**src/rtl/qdc_pkg.sv**
```systemverilog
package qdc_pkg;

  typedef enum logic [1:0] {
    MODE_TIMER = 2'b00,
    MODE_UPDN  = 2'b01,
    MODE_QX2   = 2'b10,
    MODE_QX4   = 2'b11
  } cnt_mode_e;

  // Control register layout; the first member is the most significant bit.
  typedef struct packed {
    logic       spare;
    logic       z_gate;
    logic       rld_en;
    logic       cmp_en;
    logic [1:0] edge_sel;
    cnt_mode_e  mode;
    logic       run;
  } ctrl_t;

  localparam int LOAD_BIT = 9;
  localparam int CLRN_BIT = 10;

endpackage

```
**src/rtl/qdc_sync.sv**
```systemverilog
module qdc_sync #(
  parameter int N      = 3,
  parameter int STAGES = 2
) (
  input  logic         clk,
  input  logic         rst,
  input  logic [N-1:0] d,
  output logic [N-1:0] q
);

  logic [STAGES-1:0][N-1:0] stg;

  always_ff @(posedge clk) begin
    if (rst) begin
      stg <= '0;
    end else begin
      stg[0] <= d;
      for (int s = 1; s < STAGES; s++) stg[s] <= stg[s-1];
    end
  end

  assign q = stg[STAGES-1];

endmodule

```
**src/rtl/qdc_tick_gen.sv**
```systemverilog
module qdc_tick_gen #(
  parameter int DIV = 4
) (
  input  logic clk,
  input  logic rst,
  input  logic en,
  output logic tick
);

  generate
    if (DIV <= 1) begin : g_direct
      assign tick = en;
    end else begin : g_div
      localparam int PW = $clog2(DIV);
      localparam logic [PW-1:0] LAST = PW'(DIV - 1);
      logic [PW-1:0] pc;

      always_ff @(posedge clk) begin
        if (rst || !en)      pc <= '0;
        else if (pc == LAST) pc <= '0;
        else                 pc <= pc + 1'b1;
      end

      assign tick = en && (pc == LAST);

      // timer ticks never come on back-to-back cycles
      p_tick_gap_r2: assert property (@(posedge clk) disable iff (rst)
        tick |=> !tick);
    end
  endgenerate

endmodule

```
**src/rtl/qdc_event_dec.sv**
```systemverilog
module qdc_event_dec
  import qdc_pkg::*;
(
  input  logic       clk,
  input  logic       rst,
  input  logic       a_s,
  input  logic       b_s,
  input  logic       z_s,
  input  cnt_mode_e  mode,
  input  logic [1:0] edge_sel,
  output logic       up,
  output logic       dn,
  output logic       z_rise
);

  logic a_d, b_d, z_d;
  logic ev_a, ev_b;

  always_ff @(posedge clk) begin
    if (rst) begin
      a_d <= 1'b0;
      b_d <= 1'b0;
      z_d <= 1'b0;
    end else begin
      a_d <= a_s;
      b_d <= b_s;
      z_d <= z_s;
    end
  end

  function automatic logic pick(input logic [1:0] sel, input logic rise, input logic fall);
    case (sel)
      2'b01:   return fall;
      2'b10:   return rise;
      2'b11:   return rise | fall;
      default: return 1'b0;
    endcase
  endfunction

  assign z_rise = z_s & ~z_d;

  always_comb begin
    up   = 1'b0;
    dn   = 1'b0;
    ev_a = pick(edge_sel, a_s & ~a_d, ~a_s & a_d);
    ev_b = pick(edge_sel, b_s & ~b_d, ~b_s & b_d);
    case (mode)
      MODE_UPDN: begin
        up = ev_a & ~ev_b;
        dn = ev_b & ~ev_a;
      end
      MODE_QX2: begin
        if (b_s != b_d) begin
          up = a_s;
          dn = ~a_s;
        end
      end
      MODE_QX4: begin
        // exactly one pin changed: direction follows Gray order
        if ((a_s ^ a_d) ^ (b_s ^ b_d)) begin
          up = a_s ^ b_d;
          dn = ~(a_s ^ b_d);
        end
      end
      default: ;
    endcase
  end

  // one direction per cycle at most
  p_dir_excl_r3: assert property (@(posedge clk) disable iff (rst)
    !(up && dn));

  // without a B edge the x2 decoder stays silent
  p_x2_needs_b_r4: assert property (@(posedge clk) disable iff (rst)
    (mode == MODE_QX2 && b_s == b_d) |-> (!up && !dn));

endmodule

```
**src/rtl/qdc_count_core.sv**
```systemverilog
module qdc_count_core #(
  parameter int W = 16
) (
  input  logic         clk,
  input  logic         rst,
  input  logic         up,
  input  logic         dn,
  input  logic         sw_clr,
  input  logic         sw_load,
  input  logic         z_clr,
  input  logic         cmp_en,
  input  logic         rld_en,
  input  logic         clr_ovf,
  input  logic         clr_unf,
  input  logic [W-1:0] reload,
  output logic [W-1:0] cnt_q,
  output logic         ovf_q,
  output logic         unf_q,
  output logic         dir_q
);

  localparam logic [W-1:0] CMAX = '1;

  logic [W-1:0] cnt_d;
  logic         ovf_set, unf_set, step, ext;

  assign step = up | dn;
  assign ext  = sw_clr | sw_load | z_clr;

  always_comb begin
    cnt_d   = cnt_q;
    ovf_set = 1'b0;
    unf_set = 1'b0;
    if (sw_clr) begin
      cnt_d = '0;
    end else if (sw_load) begin
      cnt_d = reload;
    end else if (z_clr) begin
      cnt_d = '0;
    end else if (step) begin
      if (cmp_en && cnt_q == reload) begin
        cnt_d = '0;
      end else if (up) begin
        cnt_d   = cnt_q + 1'b1;
        ovf_set = (cnt_q == CMAX);
      end else if (cnt_q == '0) begin
        unf_set = 1'b1;
        cnt_d   = rld_en ? reload : CMAX;
      end else begin
        cnt_d = cnt_q - 1'b1;
      end
    end
  end

  always_ff @(posedge clk) begin
    if (rst) begin
      cnt_q <= '0;
      ovf_q <= 1'b0;
      unf_q <= 1'b0;
      dir_q <= 1'b0;
    end else begin
      cnt_q <= cnt_d;
      ovf_q <= ovf_set | (ovf_q & ~clr_ovf);
      unf_q <= unf_set | (unf_q & ~clr_unf);
      if (step && !ext) dir_q <= up;
    end
  end

  // software clear wins over everything
  p_sw_clear_r10: assert property (@(posedge clk) disable iff (rst)
    sw_clr |=> (cnt_q == '0));

  // software load copies the reload value
  p_sw_load_r9: assert property (@(posedge clk) disable iff (rst)
    (sw_load && !sw_clr) |=> (cnt_q == $past(reload)));

  // no source active means the value holds
  p_hold_r12: assert property (@(posedge clk) disable iff (rst)
    (!ext && !step) |=> (cnt_q == $past(cnt_q)));

  // underflow with reload enabled loads the reload value
  p_unf_reload_r7: assert property (@(posedge clk) disable iff (rst)
    (!ext && dn && !up && cnt_q == '0 && rld_en && !(cmp_en && reload == '0))
      |=> (cnt_q == $past(reload) && unf_q));

  // count event at the compare value clears
  p_cmp_clear_r8: assert property (@(posedge clk) disable iff (rst)
    (!ext && step && cmp_en && cnt_q == reload) |=> (cnt_q == '0));

  // overflow flag stays until cleared
  p_ovf_sticky_r6: assert property (@(posedge clk) disable iff (rst)
    (ovf_q && !clr_ovf) |=> ovf_q);

endmodule

```
**src/rtl/qdc_counter.sv**
```systemverilog
module qdc_counter
  import qdc_pkg::*;
#(
  parameter int W        = 16,
  parameter int TICK_DIV = 4,
  parameter int SYNC_STG = 2
) (
  input  logic         clk,
  input  logic         rst,
  input  logic         wr_en,
  input  logic [1:0]   addr,
  input  logic [W-1:0] wdata,
  output logic [W-1:0] rdata,
  input  logic         pin_a,
  input  logic         pin_b,
  input  logic         pin_z,
  output logic [W-1:0] count_o
);

  localparam int CTRL_W = $bits(ctrl_t);

  ctrl_t        ctrl_q;
  logic [W-1:0] reload_q;
  logic [W-1:0] ctrl_rd, stat_rd;
  logic [2:0]   pins_s;
  logic         dec_up, dec_dn, z_rise, tick;
  logic         ok, up, dn, z_clr;
  logic         wr_ctrl, wr_stat, sw_clr, sw_load;
  logic         ovf, unf, dir;

  assign wr_ctrl = wr_en && (addr == 2'd0);
  assign wr_stat = wr_en && (addr == 2'd3);
  assign sw_clr  = wr_ctrl && !wdata[CLRN_BIT];
  assign sw_load = wr_ctrl && wdata[LOAD_BIT];

  always_ff @(posedge clk) begin
    if (rst) begin
      ctrl_q   <= '0;
      reload_q <= '0;
    end else if (wr_en) begin
      case (addr)
        2'd0:    ctrl_q   <= ctrl_t'(wdata[CTRL_W-1:0]);
        2'd1:    reload_q <= wdata;
        default: ;
      endcase
    end
  end

  qdc_sync #(.N(3), .STAGES(SYNC_STG)) u_sync (
    .clk (clk),
    .rst (rst),
    .d   ({pin_z, pin_b, pin_a}),
    .q   (pins_s)
  );

  qdc_event_dec u_dec (
    .clk      (clk),
    .rst      (rst),
    .a_s      (pins_s[0]),
    .b_s      (pins_s[1]),
    .z_s      (pins_s[2]),
    .mode     (ctrl_q.mode),
    .edge_sel (ctrl_q.edge_sel),
    .up       (dec_up),
    .dn       (dec_dn),
    .z_rise   (z_rise)
  );

  qdc_tick_gen #(.DIV(TICK_DIV)) u_tick (
    .clk  (clk),
    .rst  (rst),
    .en   (ctrl_q.run && ctrl_q.mode == MODE_TIMER),
    .tick (tick)
  );

  assign ok    = ctrl_q.run && (!ctrl_q.z_gate || pins_s[2]);
  assign up    = ok && dec_up;
  assign dn    = ok && (dec_dn || tick);
  assign z_clr = !ctrl_q.z_gate && z_rise;

  qdc_count_core #(.W(W)) u_core (
    .clk     (clk),
    .rst     (rst),
    .up      (up),
    .dn      (dn),
    .sw_clr  (sw_clr),
    .sw_load (sw_load),
    .z_clr   (z_clr),
    .cmp_en  (ctrl_q.cmp_en),
    .rld_en  (ctrl_q.rld_en),
    .clr_ovf (wr_stat && !wdata[0]),
    .clr_unf (wr_stat && !wdata[1]),
    .reload  (reload_q),
    .cnt_q   (count_o),
    .ovf_q   (ovf),
    .unf_q   (unf),
    .dir_q   (dir)
  );

  always_comb begin
    ctrl_rd               = '0;
    ctrl_rd[CTRL_W-1:0]   = ctrl_q;
    ctrl_rd[CLRN_BIT]     = 1'b1;
    stat_rd               = '0;
    stat_rd[2:0]          = {dir, unf, ovf};
  end

  always_ff @(posedge clk) begin
    if (rst) begin
      rdata <= '0;
    end else begin
      case (addr)
        2'd0:    rdata <= ctrl_rd;
        2'd1:    rdata <= reload_q;
        2'd2:    rdata <= count_o;
        default: rdata <= stat_rd;
      endcase
    end
  end

  // in gate mode Z low blocks every count
  p_gate_block_r11: assert property (@(posedge clk) disable iff (rst)
    (ctrl_q.z_gate && !pins_s[2]) |-> (!up && !dn));

endmodule

```
**config.mk**
```make
export PLATFORM = sky130hd
export DESIGN_NAME = qdc_counter
export DESIGN_NICKNAME = d
export VERILOG_FILES = /design/src/rtl/qdc_pkg.sv /design/src/rtl/qdc_sync.sv /design/src/rtl/qdc_tick_gen.sv /design/src/rtl/qdc_event_dec.sv /design/src/rtl/qdc_count_core.sv /design/src/rtl/qdc_counter.sv
export SDC_FILE = /design/constraint.sdc
export NUM_CORES = 1
export LEC_CHECK = 0
export BUFFER_PORTS_ARGS = -buffer_cell sky130_fd_sc_hd__buf_2
export CAP_MARGIN = 0
export CORE_ASPECT_RATIO = 2
export CORE_MARGIN = 2
export CORE_UTILIZATION = 62
export DETAILED_ROUTE_END_ITERATION = 16
export PLACE_DENSITY = 0.85
export SETUP_SLACK_MARGIN = 0.15
export SYNTH_ARGS = -nofsm -noshare
export SYNTH_HDL_FRONTEND = slang
export SYNTH_HIERARCHICAL = 1
export SYNTH_SLANG_ARGS = --single-unit
```
**constraint.sdc**
```tcl
create_clock -name clk -period 4.9 [get_ports clk]
set_input_delay 0.735 -clock clk [delete_from_list [all_inputs] [get_ports clk]]
set_output_delay 0.735 -clock clk [all_outputs]
set_load 0.01 [all_outputs]
```
==> impl_results.md <==
- Status: completed
- Reg clk slew, reported paths: 60 ps
- Final TNS setup: 0 ps
- Crit path top cell by count: a21oi_1
- Minimum clock period: 3730 ps
- DR DRC count: 0
- CTS Buf Count: 9
- Worst relative slew slack: 36.2%
- CTS tree: yes
- Hold buffer count at cts: 0
- Core area: 6890 um^2
- GRT Total Usage: 34.7%
- CP Launch Type: flip-flop
- DR WL/cell: 20.4 um
- Vias/cell: 6.67
- Syn avg cell area: 8.26 um^2
- # clock sinks: 71
- Final HPWL DP: 9310 um
- Power Density: 339 nW/um^2
- Crit path max fanout: 10
- Die area: 7760 um^2
- GRT overflow: 0
- Post-synth cell types: 73
- CP max-delay cell: nor2_1
- Cells after Synth: 528
- CP arrival: 3960 ps
- FP Rows: 43
- IO Count: 56
- Initial antenna violation count: 0
- Fmax: 268 MHz
- Most common cell after layout, fill and taps aside: dfxtp_1
- Synth warn: 6
- DR iter-0 viols: 398
- Multi-input logic area: 2610 um^2
- Via count: 4329
- Commonest register cell after synthesis: dfxtp_1
- FF+latch area: 1420 um^2
- Crit path required time: 5130 ps
- Number of enable flip-flop cells after synthesis: 0
- Final ANT Viol Nets: 0
- WL final: 13200 um
- Finish-stage setup viols: 0
- Share of cells above drive strength 1: 18.6%
- Util after Layout: 69.9%
- Root buf cell: clkbuf_16
- Critical-path cell list: inv_1 > ha_1 > inv_2 > mux2_4 > a22o_1 > o32ai_2 > inv_1 > nor2_1 > clkinv_1 > a21oi_1 > o21ai_0 > a21oi_1 > a311o_1 > a21oi_1
- Net Count, Synth: 560
- Vias in the first global route: 4104
- Filler cells: 579
- Overall power: 1.63 mW
- Pre-antenna DRT Iters: 5
- Most frequent cells in the layout: dfxtp_1, buf_2, nor2_1, nand2_1, a21oi_1
- RSZ-0062 raised after global routing: false
- Max cap viols: 0
- Worst-skew pair later-pin latency: 350 ps
- Worst VDD drop: 210 uV
- CTS max path bufs: 2
- I/O Buffers: 55
- Die height: 123 um
- Lkg Pwr: 1.81 nW
- Setup CP Type: flip-flop to flip-flop
- Ys async rst share: 0%
- Sequential area share after synthesis: 32.6%
- Worst-Margin Slew: 957 ps
- CP endpoint kind: flip-flop
- Routability-driven placement congestion ratio: 0.921
- CTS resizes: 0
- Die width: 63.3 um
- Fin Clk Skew: 8.87 ps
- Initial Util: 63.4%
- Max stage delay on crit path: 650 ps
- Period utilisation layout: 76.1%
- Hold WC Path Type: flip-flop to flip-flop
- Nets: 586
- Yosys reg bits: 71
- # diodes: 0
- Setup Fix Bufs, Post-CTS: 0
- Largest net degree at the start of global routing: 43
- Area grow syn2layout: 10.4%
- Final Slew Violations: 0
- WP buf/inv: 4
- H-tree Lvls: 3
- Hold Fails Final Rpt: 0
- Crit path max-delay family: compound AO/OA/AOI/OAI gates
- Netlist Area Pre-Place: 4360 um^2
- First-pass GRT wire length: 20700 um
==> synthesized netlist by cell type, types with 3 or more instances <==
| master | instances | area [um^2] |
|---|---|---|
| a21oi_1 | 38 | 190 |
| a221oi_1 | 6 | 52.6 |
| o21ai_0 | 22 | 110 |
| nand2b_1 | 10 | 62.6 |
| a31oi_1 | 4 | 25.0 |
| or3_1 | 3 | 18.8 |
| and3_1 | 3 | 18.8 |
| mux2i_1 | 10 | 100 |
| or2_2 | 3 | 18.8 |
| buf_6 | 7 | 78.8 |
| buf_2 | 10 | 50.1 |
| xor2_1 | 8 | 70.1 |
| clkbuf_1 | 18 | 67.6 |
| nand2_1 | 48 | 180 |
| mux4_2 | 3 | 67.6 |
| nor3b_1 | 6 | 45.0 |
| a22oi_1 | 11 | 82.6 |
| nor3_1 | 7 | 35.0 |
| a32oi_1 | 3 | 26.3 |
| xnor2_1 | 28 | 245 |
| dfxtp_1 | 71 | 1420 |
| inv_1 | 16 | 60.1 |
| nor4_1 | 10 | 62.6 |
| a211oi_1 | 19 | 143 |
| nor2b_1 | 22 | 138 |
| or4_4 | 3 | 33.8 |
| nand3_1 | 13 | 65.1 |
| ha_1 | 8 | 100 |
| nand4_1 | 6 | 37.5 |
| nor2_1 | 48 | 180 |
| buf_4 | 8 | 60.1 |
==> path summary, 6_finish.rpt <==
| check | start | endpoint | slack (ps) | cells past startpoint |
|---|---|---|---|---|
| setup reg to reg | u_sync/q[1]$_SDFF_PP0_ | u_core/cnt_q[14]$_SDFFE_PP0P_ | 1170 | 14 |
| hold reg to reg | u_sync/stg[0]$_SDFF_PP0_ | u_sync/q[0]$_SDFF_PP0_ | 440 | 1 |
| hold / removal | u_sync/stg[0]$_SDFF_PP0_ | u_sync/q[0]$_SDFF_PP0_ | 440 | 1 |
| setup / recovery | u_sync/q[1]$_SDFF_PP0_ | u_core/cnt_q[14]$_SDFFE_PP0P_ | 1170 | 14 |
==> layout make-up <==
cell class,instances,share of cell area [%]
clock buffer,10,4.96
clock inverter,6,0.909
inverter,18,1.40
multi-input combinational,393,54.2
sequential,71,29.5
tap,90,2.34
timing repair buffer,61,6.65
==> stage by stage <==
step / std cells / hold slack, ps / setup WS [ps] / area, um^2
after global routing: 649 / 460 / 1120 / 4820
after detailed placement: 633 / 435 / 1370 / 4530
after floorplan: 528 / 414 / 2040 / 4360
after CTS: 649 / 451 / 1380 / 4820
final: 649 / 441 / 1170 / 4820
after global placement: 633 / 429 / 1450 / 4530
==> registers in the layout, summed over array words and instances, names as in the netlist <==
register,cells
u_core/cnt_q,16
u_dec/z_d,1
u_core/unf_q,1
u_sync/q,3
reload_q,16
rdata,16
u_dec/b_d,1
u_core/dir_q,1
ctrl_q,9
u_core/ovf_q,1
u_tick/g_div.pc,2
u_sync/stg,3
u_dec/a_d,1
==> cells by family after synthesis <==
logic type	Yosys count	synth area share [%]
mux	16	4.70
xor+xnor	36	7.23
compound gates	132	20.4
fa+ha+maj	8	2.29
flops	71	32.6
simple gates	201	25.1
buf+inv	64	7.71
==> power breakdown <==
group / switching, mW / leakage (nW) / internal [mW]
Combinational: 0.191 / 1.09 / 0.153
Sequential: 0.0610 / 0.579 / 0.603
Clock: 0.264 / 0.139 / 0.359
Total: 0.516 / 1.81 / 1.12
==> routing by layer <==
layer  track usage [%]  vias to the layer above  share of wire (%)
li1                  -                     1935                  -
met1              35.0                     2019                 34
met2              60.7                      271                 50
met3              7.06                      104                7.6
met4              28.8                        0                8.4
met5                 0                        -                  0
Power figures use the tool's default switching activity.
